===== src/rtl/icg_pkg.sv =====
package icg_pkg;
  localparam int MAX_PORTS = 8;

  typedef struct packed {
    logic                 loadAll;
    logic [MAX_PORTS-1:0] loadPort;
    logic                 holdOff;
  } icgStrobes_t;
endpackage


===== src/rtl/icg_sync.sv =====
module icg_sync #(
  parameter int WIDTH  = 16,
  parameter int STAGES = 2
) (
  input  logic             clk,
  input  logic             rstN,
  input  logic [WIDTH-1:0] dIn,
  output logic [WIDTH-1:0] dOut
);
  logic [STAGES-1:0][WIDTH-1:0] stageQ;

  always_ff @(posedge clk or negedge rstN) begin
    if (!rstN) stageQ <= '0;
    else begin
      stageQ[0] <= dIn;
      for (int i = 1; i < STAGES; i++) stageQ[i] <= stageQ[i-1];
    end
  end

  assign dOut = stageQ[STAGES-1];
endmodule


===== src/rtl/icg_control.sv =====
module icg_control
  import icg_pkg::*;
#(
  parameter int NUM_PORTS   = 2,
  parameter int SYNC_STAGES = 2
) (
  input  logic                 clk,
  input  logic                 rstN,
  input  logic [NUM_PORTS-1:0] readStrobe,
  output icgStrobes_t          strobes
);
  localparam int WARM   = SYNC_STAGES + 1;
  localparam int CNT_W  = $clog2(WARM + 1);

  logic [CNT_W-1:0] warmCnt;
  logic             warming;

  always_ff @(posedge clk or negedge rstN) begin
    if (!rstN) warmCnt <= CNT_W'(WARM);
    else if (warmCnt != '0) warmCnt <= warmCnt - 1'b1;
  end

  assign warming = (warmCnt != '0);

  always_comb begin
    strobes          = '0;
    strobes.loadAll  = warming;
    strobes.holdOff  = warming;
    strobes.loadPort[NUM_PORTS-1:0] = readStrobe;
  end
endmodule


===== src/rtl/icg_datapath.sv =====
module icg_datapath
  import icg_pkg::*;
#(
  parameter int NUM_PORTS   = 2,
  parameter int PORT_WIDTH  = 8,
  parameter int SYNC_STAGES = 2
) (
  input  logic                            clk,
  input  logic                            rstN,
  input  logic [NUM_PORTS*PORT_WIDTH-1:0] pinRaw,
  input  logic [NUM_PORTS*PORT_WIDTH-1:0] dirIsInput,
  input  icgStrobes_t                     strobes,
  output logic [NUM_PORTS*PORT_WIDTH-1:0] latched,
  output logic                            intPullDown
);
  localparam int PINS = NUM_PORTS * PORT_WIDTH;

  logic [PINS-1:0]      syncPins;
  logic [PINS-1:0]      mismatch;
  logic [NUM_PORTS-1:0] portChanged;

  icg_sync #(.WIDTH(PINS), .STAGES(SYNC_STAGES)) u_sync (
    .clk (clk),
    .rstN(rstN),
    .dIn (pinRaw),
    .dOut(syncPins)
  );

  always_ff @(posedge clk or negedge rstN) begin
    if (!rstN) latched <= '0;
    else begin
      for (int p = 0; p < NUM_PORTS; p++) begin
        if (strobes.loadAll || strobes.loadPort[p])
          latched[p*PORT_WIDTH +: PORT_WIDTH] <= syncPins[p*PORT_WIDTH +: PORT_WIDTH];
      end
    end
  end

  assign mismatch = (syncPins ^ latched) & dirIsInput;

  for (genvar g = 0; g < NUM_PORTS; g++) begin : g_port
    assign portChanged[g] = |mismatch[g*PORT_WIDTH +: PORT_WIDTH];
  end

  always_ff @(posedge clk or negedge rstN) begin
    if (!rstN) intPullDown <= 1'b0;
    else       intPullDown <= (|portChanged) && !strobes.holdOff;
  end
endmodule


===== src/rtl/pin_change_irq.sv =====
module pin_change_irq
  import icg_pkg::*;
#(
  parameter int NUM_PORTS   = 2,
  parameter int PORT_WIDTH  = 8,
  parameter int SYNC_STAGES = 2
) (
  input  logic                            clk,
  input  logic                            rstN,
  input  logic [NUM_PORTS*PORT_WIDTH-1:0] pinRaw,
  input  logic [NUM_PORTS*PORT_WIDTH-1:0] dirIsInput,
  input  logic [NUM_PORTS-1:0]            readStrobe,
  output logic [NUM_PORTS*PORT_WIDTH-1:0] inPortReg,
  output logic                            intPullDown
);
  icgStrobes_t strobes;

  initial begin
    if (NUM_PORTS > MAX_PORTS || SYNC_STAGES < 2)
      $error("pin_change_irq: unsupported parameter values");
  end

  icg_control #(.NUM_PORTS(NUM_PORTS), .SYNC_STAGES(SYNC_STAGES)) u_ctrl (
    .clk       (clk),
    .rstN      (rstN),
    .readStrobe(readStrobe),
    .strobes   (strobes)
  );

  icg_datapath #(
    .NUM_PORTS(NUM_PORTS), .PORT_WIDTH(PORT_WIDTH), .SYNC_STAGES(SYNC_STAGES)
  ) u_dp (
    .clk        (clk),
    .rstN       (rstN),
    .pinRaw     (pinRaw),
    .dirIsInput (dirIsInput),
    .strobes    (strobes),
    .latched    (inPortReg),
    .intPullDown(intPullDown)
  );
endmodule


===== config.mk =====
export PLATFORM = sky130hd
export DESIGN_NAME = pin_change_irq
export DESIGN_NICKNAME = d
export VERILOG_FILES = /design/src/rtl/icg_pkg.sv /design/src/rtl/icg_sync.sv /design/src/rtl/icg_control.sv /design/src/rtl/icg_datapath.sv /design/src/rtl/pin_change_irq.sv
export SDC_FILE = /design/constraint.sdc
export NUM_CORES = 1
export LEC_CHECK = 0
export ABC_AREA = 1
export BUFFER_PORTS_ARGS = -buffer_cell sky130_fd_sc_hd__buf_2
export CORE_MARGIN = 3
export CORE_UTILIZATION = 35
export CTS_CLUSTER_DIAMETER = 50
export DETAILED_ROUTE_END_ITERATION = 10
export HOLD_SLACK_MARGIN = 0.03
export MAX_ROUTING_LAYER = met4
export SYNTH_ARGS = -nofsm -noshare
export SYNTH_HDL_FRONTEND = slang
export SYNTH_SLANG_ARGS = --single-unit

===== constraint.sdc =====
create_clock -name clk -period 2.2 [get_ports clk]
set_clock_uncertainty 0.1 [all_clocks]
set_input_delay 0.11 -clock clk [delete_from_list [all_inputs] [get_ports clk]]
set_output_delay 0.11 -clock clk [all_outputs]
set_load 0.01 [all_outputs]

==> metrics.txt <==
# TYPE chip_impl_metric gauge
chip_impl_info{name="status",value="complete, no violations"} 1
chip_impl_metric{name="hold_ws",unit="ns"} 0.0925
chip_impl_metric{name="die-height",unit="um"} 80.6
chip_impl_metric{name="placedCellCount",unit=""} 310
chip_impl_metric{name="achievable-frequency",unit="MHz"} 626
chip_impl_metric{name="worst_slew_pin_slew",unit="ns"} 0.625
chip_impl_info{name="worst-setup-path-type",value="reg -> reg"} 1
chip_impl_metric{name="fp.dieArea",unit="sq um"} 6490
chip_impl_info{name="grt_setup_unrepaired",value="no"} 1
chip_impl_metric{name="worst_skew_pair.late_latency",unit="ns"} 0.30
chip_impl_metric{name="yosysWarningCount",unit=""} 0
chip_impl_metric{name="tmin_final",unit="ns"} 1.60
chip_impl_metric{name="grt_start_max_net_pins",unit=""} 52
chip_impl_metric{name="globalplace.congestion",unit=""} 0.719
chip_impl_metric{name="grt_pass1_vias",unit=""} 1366
chip_impl_info{name="capturing_element_type_of_the_critical_path",value="register"} 1
chip_impl_metric{name="final.fill_count",unit=""} 500
chip_impl_metric{name="dpl.hpwl",unit="um"} 2510
chip_impl_metric{name="row_cnt",unit=""} 26
chip_impl_metric{name="fin_crit_share",unit=""} 0.727
chip_impl_metric{name="required",unit="ns"} 2.32
chip_impl_metric{name="yosys_cell_types",unit=""} 15
chip_impl_metric{name="track_usage",unit=""} 0.126
chip_impl_info{name="clock_tree.root_cell",value="clkbuf_8"} 1
chip_impl_metric{name="drt_first_pass_iters",unit=""} 4
chip_impl_metric{name="n_antenna_cell",unit=""} 0
chip_impl_metric{name="critPathArrivalTime",unit="ns"} 1.72
chip_impl_metric{name="syn-cell-area",unit="sq um"} 1950
chip_impl_metric{name="ir_drop",unit="mV"} 0.414
chip_impl_metric{name="worst_setup_hold_path_clk_slew",unit="ns"} 0.09
chip_impl_metric{name="p_per_area",unit="nW/um^2"} 695
chip_impl_metric{name="max_cap_violations",unit=""} 0
chip_impl_metric{name="h-tree-depth",unit=""} 2
chip_impl_info{name="worstHoldPathType",value="in -> reg"} 1
chip_impl_metric{name="final_cells",unit=""} 335
chip_impl_metric{name="power_leakage",unit="nW"} 1.33
chip_impl_metric{name="die_width",unit="um"} 80.6
chip_impl_metric{name="synth.ff_latch_count",unit=""} 51
chip_impl_metric{name="synth.net_count",unit=""} 226
chip_impl_metric{name="cts_made_buffers",unit=""} 5
chip_impl_metric{name="drt.antenna.violating_nets",unit=""} 0
chip_impl_metric{name="setup-tns-final",unit="ns"} 0
chip_impl_metric{name="vias",unit=""} 1384
chip_impl_metric{name="floorplan.initialDensity",unit=""} 0.372
chip_impl_metric{name="postSynthCellCount",unit=""} 189
chip_impl_metric{name="grt_first_pass_wirelength",unit="um"} 5930
chip_impl_metric{name="grt_antenna_before_repair",unit=""} 0
chip_impl_metric{name="area_of_combinational_cells_with_multiple_inputs",unit="sq um"} 505
chip_impl_metric{name="avgViaCountPerCell",unit=""} 4.13
chip_impl_metric{name="report.final.slew_viol_count",unit=""} 0
chip_impl_info{name="critical_path.startpoint_type",value="register"} 1
chip_impl_metric{name="clk_path_buf_depth",unit=""} 2
chip_impl_metric{name="finalWirelength",unit="um"} 3540
chip_impl_metric{name="placeable_area",unit="sq um"} 5240
chip_impl_metric{name="num_ports",unit=""} 53
chip_impl_metric{name="timing_hold_violations_final",unit=""} 0
chip_impl_metric{name="synthToLayoutAreaGrowth",unit="%"} 29.9
chip_impl_metric{name="timing.critical_path.fanout_max",unit=""} 14
chip_impl_metric{name="timing.final.setup_violations",unit=""} 0
chip_impl_metric{name="port-buffer-count",unit=""} 52
chip_impl_metric{name="grt_remaining_overflow",unit=""} 0
chip_impl_metric{name="syn-mean-instance-area",unit="sq um"} 10.3
chip_impl_metric{name="drc_errors",unit=""} 0
chip_impl_metric{name="final_layout_size_suffix_gt1_frac",unit=""} 0.302
chip_impl_metric{name="finalNetCount",unit=""} 301
chip_impl_metric{name="avgRoutedWirePerCell",unit="um"} 10.6
chip_impl_metric{name="drt_first_iter_violations",unit=""} 43
chip_impl_metric{name="register_area",unit="sq um"} 1280
chip_impl_info{name="tritoncts_clock_tree",value="done"} 1
chip_impl_metric{name="seq_area_frac_synth",unit=""} 0.657
chip_impl_metric{name="total_of_cells_resized_after_clock_tree_synthesis",unit=""} 0
chip_impl_metric{name="slew-limit-headroom",unit=""} 0.583
chip_impl_metric{name="numClockSinks",unit=""} 51
cells in the mapped netlist, drive strengths merged:
| library cell | count | area, sq um |
|---|---|---|
| o21ai | 17 | 141 |
| nor2 | 7 | 26.3 |
| dfrtp | 49 | 1230 |
| dfstp | 2 | 52.6 |
| xnor2 | 1 | 8.76 |
| nand2 | 57 | 214 |
| ha | 1 | 12.5 |
| mux2 | 1 | 15.0 |
| clkbuf | 1 | 5.00 |
| nand3 | 15 | 75.1 |
| or2 | 2 | 12.5 |
| buf | 3 | 33.8 |
| inv | 33 | 124 |
worst paths after layout:
check	slack (ns)	cells past startpoint	startpoint	end
max	0.60	7	u_ctrl.warmCnt[0]	u_dp.latched[6]
min	0.09	3	readStrobe[0]	u_dp.latched[3]
max reg2reg	0.60	7	u_ctrl.warmCnt[0]	u_dp.latched[6]
min reg2reg	0.25	0	u_dp.u_sync.stageQ[4]	u_dp.u_sync.dOut[4]
max in group asynchronous	1.23	3	rstN	u_dp.u_sync.stageQ[4]
min in group asynchronous	0.36	3	rstN	u_dp.u_sync.stageQ[12]
critical path, cell delays in order (launching register included):
cell and delay (ns):
dfstp_2 0.55, inv_1 0.04, ha_1 0.24, inv_2 0.07, or2_1 0.13, buf_4 0.23, nand2_1 0.09, o21ai_2 0.07
stage by stage:
stage | power [mW] | util | setup slack, ns | cell area (sq um)
after global routing | 1.88 | 0.483 | 0.475 | 2530
after CTS | 1.80 | 0.483 | 0.596 | 2530
after floorplan | 1.16 | - | 0.638 | 1950
final | 1.76 | 0.483 | 0.602 | 2530
after global placement | 1.25 | 0.435 | 0.683 | 2280
after detailed placement | 1.26 | 0.435 | 0.618 | 2280
state kept, by name, summed over array words and instances, names as in the netlist:
signal,cells
u_dp.latched,16
u_dp.u_sync.dOut,16
u_dp.intPullDown,1
u_dp.u_sync.stageQ,16
u_ctrl.warmCnt,2
cell usage in the layout, fill, tap and decap left out:
| master | synthesis | layout |
|---|---|---|
| or2_1 | 2 | 2 |
| ha_1 | 1 | 1 |
| dfstp_2 | 2 | 2 |
| mux2_4 | 1 | 1 |
| xnor2_1 | 1 | 1 |
| dlygate4sd3_1 | 0 | 17 |
| nand3_1 | 15 | 15 |
| inv_1 | 32 | 32 |
| dfrtp_1 | 49 | 49 |
| nor2_1 | 7 | 7 |
| buf_2 | 0 | 52 |
| o21ai_2 | 15 | 15 |
| clkinv_2 | 0 | 1 |
| clkbuf_1 | 0 | 2 |
| o21ai_0 | 2 | 2 |
| inv_2 | 1 | 1 |
| nand2_1 | 57 | 57 |
| clkbuf_8 | 0 | 5 |
| buf_4 | 0 | 3 |
cell families after synthesis:
kind of cell / count (synthesis) / share of synthesized area
muxes: 1 / 0.00771
and+or+nand+nor: 81 / 0.168
AOI/OAI and AO/OA: 17 / 0.0726
adders and majority gates: 1 / 0.00643
xor gates and xnor gates: 1 / 0.00450
buffers and inverters: 37 / 0.0835
DFF: 51 / 0.657
what timing repair did:
action / 4_1_cts / 5_1_grt
buffers inserted: 0 / 0
hold buffers: 17 / 0
endpoints found under the hold margin: 65 / 0
layer usage:
layer | share of wire | routed length, um | global-route usage
met3 | 0.061 | 216 | 0.0460
met5 | 0 | 0 | -
met1 | 0.44 | 1550 | 0.148
met2 | 0.49 | 1750 | 0.202
met4 | 0.0065 | 23 | 0.0405
power breakdown:
| part | switching, mW | internal [mW] | total [mW] |
|---|---|---|---|
| logic | 0.123 | 0.108 | 0.230 |
| registers | 0.0336 | 0.993 | 1.03 |
| clock network | 0.279 | 0.224 | 0.502 |
final cells by class:
class,instances,share of cell area
flip-flops and latches,51,0.505
multi-input cells,101,0.200
repair buffers,72,0.179
inverters,33,0.0490
well taps,70,0.0346
clock buffers,7,0.0302
clock inverters,1,0.00198
No activity file was read; power rests on OpenSTA's default activity.
